## src/rtl/vsf_pkg.sv

```systemverilog
package vsf_pkg;

    typedef enum logic [1:0] {
        VM_PROG_DE   = 2'd0,
        VM_FIELD_PIN = 2'd1,
        VM_SYNC_SKEW = 2'd2,
        VM_RSVD      = 2'd3
    } vmode_e;

    // Sampled levels of the three sync-side inputs
    typedef struct packed {
        logic hs;
        logic vs;
        logic aux;
    } sync_t;

    // Leading-edge flags, same field order as sync_t
    typedef struct packed {
        logic hs_rise;
        logic vs_rise;
        logic aux_rise;
    } edge_t;

    localparam int SYNC_W = $bits(sync_t);

    function automatic logic is_interlaced(vmode_e m);
        return (m == VM_FIELD_PIN) || (m == VM_SYNC_SKEW);
    endfunction

    function automatic logic field_from_skew(logic hs_rise);
        // coincident edges -> even (0), otherwise odd (1)
        return ~hs_rise;
    endfunction

endpackage

```

## src/rtl/vsf_sync.sv

```systemverilog
module vsf_sync #(
    parameter int W      = 3,
    parameter int STAGES = 2
) (
    input  logic         clk,
    input  logic         rst,
    input  logic [W-1:0] d_i,
    output logic [W-1:0] q_o
);
    logic [W-1:0] stg [STAGES];

    always_ff @(posedge clk) begin
        if (rst) stg[0] <= '0;
        else     stg[0] <= d_i;
    end

    for (genvar i = 1; i < STAGES; i++) begin : g_stage
        always_ff @(posedge clk) begin
            if (rst) stg[i] <= '0;
            else     stg[i] <= stg[i-1];
        end
    end

    assign q_o = stg[STAGES-1];
endmodule

```

## src/rtl/vsf_edge.sv

```systemverilog
module vsf_edge #(
    parameter int W = 3
) (
    input  logic         clk,
    input  logic         rst,
    input  logic [W-1:0] cur_i,
    output logic [W-1:0] rise_o
);
    logic [W-1:0] prev_q;

    always_ff @(posedge clk) begin
        if (rst) prev_q <= '0;
        else     prev_q <= cur_i;
    end

    for (genvar b = 0; b < W; b++) begin : g_bit
        assign rise_o[b] = cur_i[b] & ~prev_q[b];
    end
endmodule

```

## src/rtl/vsf_field.sv

```systemverilog
module vsf_field
    import vsf_pkg::*;
(
    input  logic   clk,
    input  logic   rst,
    input  logic   vs_rise_i,
    input  logic   hs_rise_i,
    input  logic   aux_lvl_i,
    input  vmode_e mode_eff_i,
    output logic   field_odd_o,
    output logic   field_valid_o
);
    logic pend_q;      // interlaced field decision waiting to be published
    logic clr_q;       // progressive frame started: force even
    logic odd_next_q;

    always_ff @(posedge clk) begin
        if (rst) begin
            pend_q     <= 1'b0;
            clr_q      <= 1'b0;
            odd_next_q <= 1'b0;
        end else begin
            pend_q <= vs_rise_i & is_interlaced(mode_eff_i);
            clr_q  <= vs_rise_i & ~is_interlaced(mode_eff_i);
            if (vs_rise_i) begin
                if (mode_eff_i == VM_SYNC_SKEW) odd_next_q <= field_from_skew(hs_rise_i);
                else                            odd_next_q <= aux_lvl_i;
            end
        end
    end

    always_ff @(posedge clk) begin
        if (rst) begin
            field_odd_o   <= 1'b0;
            field_valid_o <= 1'b0;
        end else begin
            field_valid_o <= pend_q;
            if (pend_q)     field_odd_o <= odd_next_q;
            else if (clr_q) field_odd_o <= 1'b0;
        end
    end

    // between decisions the flag only moves when a progressive frame clears it
    a_r8_hold_between_starts: assert property (@(posedge clk) disable iff (rst)
        (!field_valid_o && !$stable(field_odd_o)) |-> !field_odd_o);

endmodule

```

## src/rtl/vid_sync_field_dec.sv

```systemverilog
module vid_sync_field_dec
    import vsf_pkg::*;
#(
    parameter int SYNC_STAGES = 2
) (
    input  logic       clk,
    input  logic       rst,
    input  logic [1:0] mode_i,
    input  logic       hsync_i,
    input  logic       vsync_i,
    input  logic       de_fld_i,
    output logic       frame_start_o,
    output logic       line_start_o,
    output logic       active_o,
    output logic       field_odd_o,
    output logic       field_valid_o
);
    sync_t  raw, syn;
    edge_t  edg;
    vmode_e mode_q, mode_eff;
    logic   uses_de;

    assign raw = '{hs: hsync_i, vs: vsync_i, aux: de_fld_i};

    vsf_sync #(.W(SYNC_W), .STAGES(SYNC_STAGES)) u_sync (
        .clk (clk),
        .rst (rst),
        .d_i (raw),
        .q_o (syn)
    );

    vsf_edge #(.W(SYNC_W)) u_edge (
        .clk    (clk),
        .rst    (rst),
        .cur_i  (syn),
        .rise_o (edg)
    );

    // Scheme is adopted only at a frame boundary
    always_comb mode_eff = edg.vs_rise ? vmode_e'(mode_i) : mode_q;
    assign uses_de = ~is_interlaced(mode_eff);

    always_ff @(posedge clk) begin
        if (rst) mode_q <= VM_PROG_DE;
        else     mode_q <= mode_eff;
    end

    always_ff @(posedge clk) begin
        if (rst) begin
            frame_start_o <= 1'b0;
            line_start_o  <= 1'b0;
            active_o      <= 1'b0;
        end else begin
            frame_start_o <= edg.vs_rise;
            line_start_o  <= uses_de ? edg.aux_rise : edg.hs_rise;
            active_o      <= uses_de ? (syn.aux & ~syn.vs) : (~syn.hs & ~syn.vs);
        end
    end

    vsf_field u_field (
        .clk           (clk),
        .rst           (rst),
        .vs_rise_i     (edg.vs_rise),
        .hs_rise_i     (edg.hs_rise),
        .aux_lvl_i     (syn.aux),
        .mode_eff_i    (mode_eff),
        .field_odd_o   (field_odd_o),
        .field_valid_o (field_valid_o)
    );

    // frame start is a single-cycle pulse
    a_r2_fs_single: assert property (@(posedge clk) disable iff (rst)
        frame_start_o |=> !frame_start_o);

    // vertical sync is high at a frame start, so no pixel is active
    a_r4_blank_at_frame: assert property (@(posedge clk) disable iff (rst)
        frame_start_o |-> !active_o);

    // a field decision follows a frame start by one cycle
    a_r6_valid_after_start: assert property (@(posedge clk) disable iff (rst)
        field_valid_o |-> $past(frame_start_o));

    // no field decision under progressive scheme
    a_r9_prog_no_valid: assert property (@(posedge clk) disable iff (rst)
        field_valid_o |-> is_interlaced(mode_q));

    // scheme register moves only at a vertical sync leading edge
    a_r10_mode_hold: assert property (@(posedge clk) disable iff (rst)
        !edg.vs_rise |=> $stable(mode_q));

endmodule

```

## config.mk

```make
export PLATFORM = sky130hd
export DESIGN_NAME = vid_sync_field_dec
export DESIGN_NICKNAME = d
export VERILOG_FILES = /design/src/rtl/vsf_pkg.sv /design/src/rtl/vsf_sync.sv /design/src/rtl/vsf_edge.sv /design/src/rtl/vsf_field.sv /design/src/rtl/vid_sync_field_dec.sv
export SDC_FILE = /design/constraint.sdc
export NUM_CORES = 1
export LEC_CHECK = 0
export BUFFER_PORTS_ARGS = -buffer_cell sky130_fd_sc_hd__buf_2
export CAP_MARGIN = 20
export CORE_MARGIN = 5
export CORE_UTILIZATION = 50
export CTS_CLUSTER_DIAMETER = 200
export DETAILED_ROUTE_END_ITERATION = 6
export HOLD_SLACK_MARGIN = 0.12
export MAX_ROUTING_LAYER = met4
export PLACE_DENSITY = 0.73
export SYNTH_ARGS = -nofsm -noshare
export SYNTH_HDL_FRONTEND = slang
export SYNTH_SLANG_ARGS = --single-unit
```

## constraint.sdc

```tcl
create_clock -name clk -period 1.54 [get_ports clk]
set_input_delay 0.308 -clock clk [delete_from_list [all_inputs] [get_ports clk]]
set_output_delay 0.308 -clock clk [all_outputs]
set_load 0.03 [all_outputs]
```

==> metrics.md <==
| Metric | Value |
|---|---|
| RSZ-0062 raised after global routing | no |
| Total power | 823 uW |
| Arr. time, crit path | 1540 ps |
| #FFs+latches synth | 19 |
| Core ar. | 1300 sq um |
| Most frequent cell after synthesis | dfxtp_1 |
| Syn_area_per_cell | 11.9 sq um |
| CTS tree | yes |
| Number of flip-flops in the largest register | 6 |
| Relative slew slack | 81.6% |
| CP required | 1730 ps |
| Synth cell count leaders | dfxtp_1, nor2b_1, nor2_1 |
| Worst path cell trace | nor2b_4 > mux2i_4 > mux2_4 |
| Crit path launch | u_sync.stg[1][1] |
| Final Wtd Congestion | 0.656 |
| Port Buffer Count | 11 |
| Post-synth EDFFs | 0 |
| Post-route insts no fill | 86 |
| Leakage | 0.321 nW |
| Pre-antenna DRT Iters | 2 |
| Maximum fanout along the worst path | 5 |
| Clock skew | 5.67 ps |
| DRT Wirelength | 909 um |
| Asr flop ratio synth | 0% |
| # IOs | 12 |
| HP Class | input port to flop |
| Ys Warns | 0 |
| Worst path max stage delay | 380 ps |
| Reg with most FFs | u_sync.stg |
| Slew Viols, Final | 0 |
| Count of different cell masters after synthesis | 21 |
| Sequential share of the synthesized area | 56.0% |
| Worst setup EP type | flop |
| Final period utilization | 87.8% |
| Main synth FF type | dfxtp_1 |
| DR vias | 416 |
| Synth-to-layout area growth | 13.6% |
| H-Tree Depth | 1 |
| Clock Tree Buf Depth | 2 |
| # setup viols final | 0 |
| Startpoint type of the worst setup path | flop |
| Initial antenna violation count | 0 |
| Largest area contributor in the netlist | dfxtp_1 |
| Initial Util | 52.2% |
| Starting DRC count in detailed routing | 2 |
| First-pass GRT wire length | 1.61 mm |
| CTS buffer count | 3 |
| Pwr dens | 1070 nW/um^2 |
| Clock-pin slew on the worst setup and hold paths | 100 ps |
| Worst-Margin Slew | 275 ps |
| Filler instances | 111 |
| Hold Fails Final Rpt | 0 |
| Crit path kind | flop to flop |
| Status | complete, no violations |
| Largest regs | u_sync.stg (6), u_edge.prev_q (3), mode_q (2) |
| F_max | 740 MHz |
| Post_cts resized | 0 |
| Mapped Cells | 57 |
| Slowest stage cell on the critical path | dfxtp_1 |
| Clk_lat worst skew | 290 ps |
| GRT Residual Overflow | 0 |
| Hold Buf Count CTS | 0 |
| Crit path buf inv count | 0 |
| Cell Area, Placed | 746 sq um |
| All-Layer GR Usage | 11.2% |
| Total die area | 2200 sq um |
| RR Startpoint | u_sync.stg[1][1] |
| Area of the multi-input gates | 284 sq um |
| Vias in the first global route | 398 |
| Die Ht | 46.9 um |
| Peak supply drop | 0.000760 V |
| Antenna diodes | 0 |
| Root buffer cell | clkbuf_4 |
| Total negative slack | 0 ps |
| Final Critical Period | 1350 ps |
| DR DRC count | 0 |
| DR vias/cell | 4.84 |
| Post-DP HPWL | 701 um |
| Layout cells sized above 1 | 31.0% |
| Area fraction of the dominant cell type after synthesis | 56.0% |
| WL per Instance | 10.6 um |
| Inst Count DP | 82 |
| Postcts setup bufs | 0 |
| Largest net degree at the start of global routing | 12 |
| Nets | 79 |
| DRT antenna net count | 0 |
| Post-Syn Nets | 64 |
| HP Start | vsync_i |
| Register area | 380 sq um |
| Synth area leaders | dfxtp_1, nor2b_1, mux2i_1, mux2i_4, nor3b_1 |
| Die X-Extent | 46.9 um |
| Syn Std Cell Area | 679 sq um |
| Hold slack | 224 ps |
| Max-capacitance violation count | 0 |
| Top delay family on crit path | multiplexers |
| Cell area after layout | 772 sq um |
| Sink Count | 19 |
| # rows | 13 |
## path summary, 6_finish.rpt
kind,end,slack (ps),cells after the start
worst min-delay path,u_sync.stg[0][1],220,2
worst max register to register,line_start_o,190,3
worst min register to register,u_sync.stg[1][2],450,1
worst max-delay path,line_start_o,190,3
## layout by cell type (no fill, tap or decap), types with 2 or more instances in the layout
| master | Yosys | final |
|---|---|---|
| clkbuf_4 | 0 | 3 |
| buf_2 | 0 | 11 |
| nor3b_1 | 3 | 3 |
| nor2b_1 | 11 | 11 |
| mux2i_1 | 3 | 3 |
| nor2_1 | 4 | 4 |
| dfxtp_1 | 19 | 19 |
| a21oi_1 | 2 | 2 |
## metal layers
| layer | GRT usage [%] | up-vias | wire length [um] |
|---|---|---|---|
| met5 | - | - | 0 |
| met4 | 8.29 | 0 | 14 |
| met3 | 3.45 | 2 | 68 |
| met2 | 16.0 | 11 | 417 |
| met1 | 13.1 | 189 | 408 |
| li1 | - | 214 | - |
## final cells by class
class / count / area share, %
multi-input cells: 36 / 36.8
clock buffers: 4 / 3.40
well taps: 15 / 2.43
repair buffers: 12 / 8.10
flip-flops and latches: 19 / 49.3
## cell families after synthesis
| logic type | count (synthesis) | share of synthesized area [%] |
|---|---|---|
| buffers and inverters | 2 | 2.21 |
| multiplexers | 5 | 9.94 |
| flip-flops | 19 | 56.0 |
| AND/OR/NAND/NOR | 26 | 25.6 |
| AO/OA/AOI/OAI | 3 | 2.58 |
| XOR/XNOR | 2 | 3.68 |
## per-stage QoR
stage          setup WS, ps  util [%]
5_1_grt                 106      59.3
3_3_place_gp            216      57.3
2_1_floorplan           271         -
6_report                188      59.3
3_5_place_dp            188      57.3
4_1_cts                 173      59.3
## power breakdown
group	leakage, nW	internal, mW	switching (mW)
Combinational	0.151	0.0361	0.0348
Sequential	0.155	0.507	0.00736
Clock	0.0150	0.101	0.136
## worst register-to-register path, cell delays in order (launching register included)
cell	delay (ps)
dfxtp_1	380
nor2b_4	260
mux2i_4	310
mux2_4	310
(Power assumes the default switching activity.)
